[src/rtl/perfmon_pkg.sv]
package perfmon_pkg;

   // event select field width and control word positions
   localparam int SEL_W      = 12;
   localparam int SUP_BIT    = 1;
   localparam int USR_BIT    = 2;
   localparam int HYP_BIT    = 3;
   localparam int IRQ_LO_BIT = 4;
   localparam int IRQ_HI_BIT = 5;
   localparam int LO_SEL_LSB = 6;
   localparam int HI_SEL_LSB = 19;
   localparam int CTRL_W     = HI_SEL_LSB + SEL_W;

   // code reserved for parking an idle counter
   localparam logic [SEL_W-1:0] PARK_CODE = 12'h220;

   // counter slots
   localparam int SLOT_LO  = 0;
   localparam int SLOT_HI  = 1;
   localparam int N_SLOTS  = 2;

   typedef enum logic [1:0] {
      PRIV_USER  = 2'd0,
      PRIV_SUPER = 2'd1,
      PRIV_HYPER = 2'd2,
      PRIV_NONE  = 2'd3
   } priv_e;

   typedef enum logic [1:0] {
      REG_CTRL = 2'd0,
      REG_CNT  = 2'd1,
      REG_FLAG = 2'd2,
      REG_NONE = 2'd3
   } reg_e;

   function automatic logic [CTRL_W-1:0] ctrl_mask();
      logic [CTRL_W-1:0] m;
      m = '0;
      m[SUP_BIT]    = 1'b1;
      m[USR_BIT]    = 1'b1;
      m[HYP_BIT]    = 1'b1;
      m[IRQ_LO_BIT] = 1'b1;
      m[IRQ_HI_BIT] = 1'b1;
      m[LO_SEL_LSB +: SEL_W] = '1;
      m[HI_SEL_LSB +: SEL_W] = '1;
      return m;
   endfunction

   localparam logic [CTRL_W-1:0] CTRL_MASK = ctrl_mask();

endpackage

[src/rtl/perfmon_evt_decode.sv]
module perfmon_evt_decode
   import perfmon_pkg::*;
#(
   parameter int                         NUM_EVT   = 8,
   parameter logic [NUM_EVT*SEL_W-1:0]   EVT_CODES = '0
)(
   input  logic [SEL_W-1:0]   sel,
   input  logic [NUM_EVT-1:0] pulses,
   output logic               hit
);

   logic [NUM_EVT-1:0] match;

   for (genvar i = 0; i < NUM_EVT; i++) begin : g_entry
      localparam logic [SEL_W-1:0] CODE = EVT_CODES[i*SEL_W +: SEL_W];
      assign match[i] = (sel == CODE) && pulses[i];
   end

   assign hit = |match;

endmodule

[src/rtl/perfmon_ctr.sv]
module perfmon_ctr #(
   parameter int W = 32
)(
   input  logic         clk,
   input  logic         rst_n,
   input  logic         inc,
   input  logic         load,
   input  logic [W-1:0] load_val,
   input  logic         clr,
   output logic [W-1:0] count,
   output logic         flag
);

   logic wrap;

   // a load suppresses both the step and the wrap it would cause
   assign wrap = inc && !load && (&count);

   always_ff @(posedge clk or negedge rst_n) begin
      if (!rst_n) begin
         count <= '0;
      end else if (load) begin
         count <= load_val;
      end else if (inc) begin
         count <= count + 1'b1;
      end
   end

   // set dominates clear
   always_ff @(posedge clk or negedge rst_n) begin
      if (!rst_n) begin
         flag <= 1'b0;
      end else if (wrap) begin
         flag <= 1'b1;
      end else if (clr) begin
         flag <= 1'b0;
      end
   end

endmodule

[src/rtl/perfmon_dual.sv]
module perfmon_dual
   import perfmon_pkg::*;
#(
   parameter int                       CTR_W     = 32,
   parameter int                       BUS_AW    = 2,
   parameter int                       NUM_EVT   = 8,
   parameter logic [NUM_EVT*SEL_W-1:0] EVT_CODES = {
      12'h330, 12'h301, 12'h210, 12'h202,
      12'h201, 12'h302, 12'h208, 12'h2FF
   }
)(
   input  logic                 clk,
   input  logic                 rst_n,
   input  logic                 bus_valid,
   input  logic                 bus_write,
   input  logic [BUS_AW-1:0]    bus_addr,
   input  logic [2*CTR_W-1:0]   bus_wdata,
   output logic [2*CTR_W-1:0]   bus_rdata,
   input  logic [1:0]           priv_level,
   input  logic [NUM_EVT-1:0]   event_pulse,
   output logic                 irq
);

   localparam int DATA_W = 2 * CTR_W;

   localparam logic [BUS_AW-1:0] A_CTRL = BUS_AW'(REG_CTRL);
   localparam logic [BUS_AW-1:0] A_CNT  = BUS_AW'(REG_CNT);
   localparam logic [BUS_AW-1:0] A_FLAG = BUS_AW'(REG_FLAG);

   function automatic bit codes_avoid_park(input logic [NUM_EVT*SEL_W-1:0] tbl);
      bit ok;
      ok = 1'b1;
      for (int i = 0; i < NUM_EVT; i++) begin
         if (tbl[i*SEL_W +: SEL_W] == PARK_CODE) ok = 1'b0;
      end
      return ok;
   endfunction

   // elaboration checks
   if (NUM_EVT < 1) begin : g_bad_evt
      $error("perfmon_dual: NUM_EVT must be at least 1");
   end
   if (BUS_AW < 2) begin : g_bad_aw
      $error("perfmon_dual: BUS_AW must be at least 2");
   end
   if (CTRL_W > DATA_W) begin : g_bad_w
      $error("perfmon_dual: CTR_W too small to hold the control word");
   end
   if (!codes_avoid_park(EVT_CODES)) begin : g_bad_tbl
      $error("perfmon_dual: event table must not contain the parking code");
   end

   logic                         wr_ctrl;
   logic                         wr_cnt;
   logic                         wr_flag;
   logic [CTRL_W-1:0]            ctrl_q;
   logic                         ctx_ok;
   logic [N_SLOTS-1:0]           inc;
   logic [N_SLOTS-1:0]           clr;
   logic [N_SLOTS-1:0]           flag_q;
   logic [N_SLOTS-1:0]           irq_src;
   logic [N_SLOTS-1:0][CTR_W-1:0] cnt_q;

   assign wr_ctrl = bus_valid && bus_write && (bus_addr == A_CTRL);
   assign wr_cnt  = bus_valid && bus_write && (bus_addr == A_CNT);
   assign wr_flag = bus_valid && bus_write && (bus_addr == A_FLAG);

   always_ff @(posedge clk or negedge rst_n) begin
      if (!rst_n) begin
         ctrl_q <= '0;
      end else if (wr_ctrl) begin
         ctrl_q <= bus_wdata[CTRL_W-1:0] & CTRL_MASK;
      end
   end

   // context gate shared by both counters
   always_comb begin
      case (priv_e'(priv_level))
         PRIV_USER:  ctx_ok = ctrl_q[USR_BIT];
         PRIV_SUPER: ctx_ok = ctrl_q[SUP_BIT];
         PRIV_HYPER: ctx_ok = ctrl_q[HYP_BIT];
         default:    ctx_ok = 1'b0;
      endcase
   end

   for (genvar g = 0; g < N_SLOTS; g++) begin : g_slot
      localparam int SEL_LSB = (g == SLOT_HI) ? HI_SEL_LSB : LO_SEL_LSB;
      localparam int IEN_BIT = (g == SLOT_HI) ? IRQ_HI_BIT : IRQ_LO_BIT;
      logic hit;

      perfmon_evt_decode #(
         .NUM_EVT   (NUM_EVT),
         .EVT_CODES (EVT_CODES)
      ) u_dec (
         .sel    (ctrl_q[SEL_LSB +: SEL_W]),
         .pulses (event_pulse),
         .hit    (hit)
      );

      assign inc[g] = hit && ctx_ok;
      assign clr[g] = wr_flag && bus_wdata[g];

      perfmon_ctr #(
         .W (CTR_W)
      ) u_ctr (
         .clk      (clk),
         .rst_n    (rst_n),
         .inc      (inc[g]),
         .load     (wr_cnt),
         .load_val (bus_wdata[g*CTR_W +: CTR_W]),
         .clr      (clr[g]),
         .count    (cnt_q[g]),
         .flag     (flag_q[g])
      );

      assign irq_src[g] = flag_q[g] && ctrl_q[IEN_BIT];
   end

   assign irq = |irq_src;

   always_comb begin
      case (bus_addr)
         A_CTRL:  bus_rdata = DATA_W'(ctrl_q);
         A_CNT:   bus_rdata = {cnt_q[SLOT_HI], cnt_q[SLOT_LO]};
         A_FLAG:  bus_rdata = DATA_W'(flag_q);
         default: bus_rdata = '0;
      endcase
   end

endmodule

[config.mk]
export PLATFORM = sky130hd
export DESIGN_NAME = perfmon_dual
export DESIGN_NICKNAME = d
export VERILOG_FILES = /design/src/rtl/perfmon_pkg.sv /design/src/rtl/perfmon_evt_decode.sv /design/src/rtl/perfmon_ctr.sv /design/src/rtl/perfmon_dual.sv
export SDC_FILE = /design/constraint.sdc
export NUM_CORES = 1
export LEC_CHECK = 0
export BUFFER_PORTS_ARGS = -buffer_cell sky130_fd_sc_hd__buf_2
export CAP_MARGIN = 20
export CELL_PAD_IN_SITES_DETAIL_PLACEMENT = 0
export CELL_PAD_IN_SITES_GLOBAL_PLACEMENT = 1
export CORE_ASPECT_RATIO = 2
export CORE_UTILIZATION = 44
export CTS_BUF_LIST = sky130_fd_sc_hd__clkbuf_16
export DETAILED_ROUTE_END_ITERATION = 16
export GPL_TIMING_DRIVEN = 0
export PLACE_DENSITY_LB_ADDON = 0.1
export SLEW_MARGIN = 15
export SYNTH_ARGS = -nofsm -noshare
export SYNTH_HDL_FRONTEND = slang
export SYNTH_SLANG_ARGS = --single-unit
[constraint.sdc]
create_clock -name clk -period 3.57 [get_ports clk]
set_input_delay 0.1785 -clock clk [delete_from_list [all_inputs] [get_ports clk]]
set_output_delay 0.1785 -clock clk [all_outputs]
set_load 0.02 [all_outputs]
==> reports/results.txt <==
Synth area leader - dfrtp_1
Leak - 3.36 nW
Synth async-reset ratio - 1.00
Hold depth - 3
Post-cts repair resize count - 0
Die W - 87.0 um
Drt pass-1 iters - 5
Initial core utilization - 0.455
Mapped cell area - 0.00636 mm^2
Full die area - 0.0150 mm^2
Max Clk Rate - 0.339 GHz
Largest net degree at the start of global routing - 58
Warnings, synthesis - 0
Clock-pin slew on the worst setup and hold paths - 0.07 ns
Clock Tree Buf Depth - 2
FF+latch count, synth - 95
Combinational share of power - 0.269
Mapped Cells - 737
H-tree level count - 3
Overflow after GRT - 0
Post-CTS Repair Setup Buffers - 0
Die Height - 172 um
Root Buffer Master - clkbuf_16
Max-cap violations - 0
CP Max Fanout - 9
Syn_nets - 819
Final setup TNS - 0 ns
Routed WL - 22600 um
Unrepaired setup endpoints after global routing - false
Residual DRC - 0
FILL cells - 1411
Clock share of power - 0.289
Critical path arrival - 3.16 ns
Vias in the first global route - 6695
# nets final - 975
Antenna diodes - 0
Routed vias - 6483
Worst R2R Path Depth - 7
Final setup fails - 0
Synth-to-Final Area Change - 20.3%
Final HPWL DP - 17200 um
Antenna-violating nets left - 0
Routed WL per cell - 20.8 um
Most used DFF post-synth - dfrtp_1
Initial antenna violation count - 0
Skew final - 0.0101 ns
Num rows - 61
Sw Ratio - 0.356
Slew margin rel. - 0.331
First-pass GRT wire length - 35500 um
PD cells - 441 mW/mm^2
Worst skew pair latency - 0.34 ns
TritonCTS clock tree - built
Cell variety after synth - 62
Core area - 0.0140 mm^2
Number of CTS-inserted buffers - 9
Period utilization - 0.826
HP Class - in -> reg
Post-synth EDFFs - 0
Slew Limit Fails - 0
CTS Sinks - 95
Avg Cell Area, Syn - 8.62 um^2
Crit path time final - 2.95 ns
Synth top cells by count - dfrtp_1 (95), nor2_1 (87), nand2_1 (79)
Port bufs - 143
Worst hold margin - 0.0423 ns
Worst Setup Path Type - reg -> reg
Seq pwr share - 0.443
Maximum VDD drop - 0.233 mV
DR vias/cell - 5.96
Iter 0 DRT Violations - 337
Crit end category - register
Share of layout cells above drive strength 1 - 0.233
Startpoint Class - register
Share of the synthesized area in the top cell type - 0.374
Internal Power - 2.17 mW
Outcome - completed
Worst slew pin tran - 0.996 ns
Register area share after synthesis - 0.374
Final Hold Viols - 0
Placer Congestion - 0.872
Most common cell in the synthesized netlist - dfrtp_1
Ranking of synthesized cells by area - dfrtp_1 (37%), mux2i_1 (7.4%), mux2_2 (5.8%)
Total GRT Usage - 0.317
Worst endpoint required time - 3.79 ns
Sw Pwr - 1.20 mW
IO Count - 145
[through the flow]
stage               instances   util  instance area, um^2  setup slack [ns]  total power, mW
global placement         1069  0.523                 7310             0.555             2.37
CTS                      1087  0.547                 7640             0.671             3.38
finish                   1087  0.547                 7640             0.623             3.37
floorplan                 737      -                 6360              1.32             2.05
global route             1087  0.547                 7640             0.490             3.56
detailed placement       1070  0.526                 7340             0.513             2.41
[power groups by stage]
stage	clock network, mW	registers [mW]	logic [mW]
floorplan	0	1.43	0.623
detailed placement	0	1.50	0.901
global placement	0	1.50	0.874
global route	1.03	1.52	1.00
finish	0.972	1.49	0.905
CTS	0.988	1.49	0.907
[worst paths after layout]
| check | from | endpoint | slack (ns) |
|---|---|---|---|
| min in group asynchronous | rst_n | ctrl_q[6] | 0.31 |
| max in group asynchronous | rst_n | ctrl_q[28] | 2.61 |
| min reg2reg | ctrl_q[30] | ctrl_q[30] | 0.54 |
| min | bus_wdata[4] | g_slot[0].u_ctr.count[4] | 0.04 |
| max | g_slot[0].u_ctr.count[7] | g_slot[0].u_ctr.count[29] | 0.62 |
| max reg2reg | g_slot[0].u_ctr.count[7] | g_slot[0].u_ctr.count[29] | 0.62 |
[layer usage]
metal | vias up | share of wire | global-route usage
met3 | 65 | 0.053 | 0.0482
met4 | 0 | 0.052 | 0.187
met2 | 265 | 0.54 | 0.583
met1 | 3151 | 0.36 | 0.334
met5 | - | 0 | 0
li1 | 3002 | - | -
[worst max-delay path: stages (launching register included)]
cell     delay, ns
dfrtp_1       0.32
buf_2         0.19
nand4_2       0.25
nor4_2        0.92
nand2_1       0.19
o32ai_2       0.53
mux2i_1       0.14
a221o_1       0.28
[timing repair]
item / CTS / global route
setup endpoints to repair: 0 / 0
hold buffers: 1 / 0
endpoints found under the hold margin: 38 / 0
[cell type report]
type / instances / area (um^2) / share of cell area
buffer: 42 / 163 / 0.0213
tap: 189 / 236 / 0.0309
sequential: 95 / 2380 / 0.311
inverter: 12 / 45.0 / 0.00589
timing repair buffer: 145 / 759 / 0.0994
multi-input combinational: 588 / 3770 / 0.493
clock inverter: 7 / 66.3 / 0.00868
clock buffer: 9 / 225 / 0.0295
[kinds of logic after synthesis]
family / count (synthesis) / synth area share
fa+ha+maj: 2 / 0.00394
buf+inv: 54 / 0.0327
xor+xnor: 13 / 0.0179
compound gates: 131 / 0.144
flops: 95 / 0.374
mux: 81 / 0.134
simple gates: 361 / 0.293
[layout by cell type, fill, tap and decap left out, types with 9 or more instances in the layout]
master,Yosys,final
a21oi_1,18,18
a31oi_1,25,25
and2_1,44,44
and3_1,20,20
buf_2,4,146
clkbuf_1,34,34
clkbuf_16,0,9
dfrtp_1,95,95
inv_1,12,14
mux2_2,33,33
mux2i_1,47,47
nand2_1,79,79
nand3_1,27,27
nand4_1,20,20
nor2_1,87,87
nor3_1,18,18
o21ai_0,36,36
or3_1,20,20
xor2_1,11,11
[sequential cells by signal, indices dropped and copies added (netlist names)]
register and flops:
g_slot.u_ctr.flag 2, g_slot.u_ctr.count 64, ctrl_q 29
Note: power is estimated with default switching activity, not from simulation.
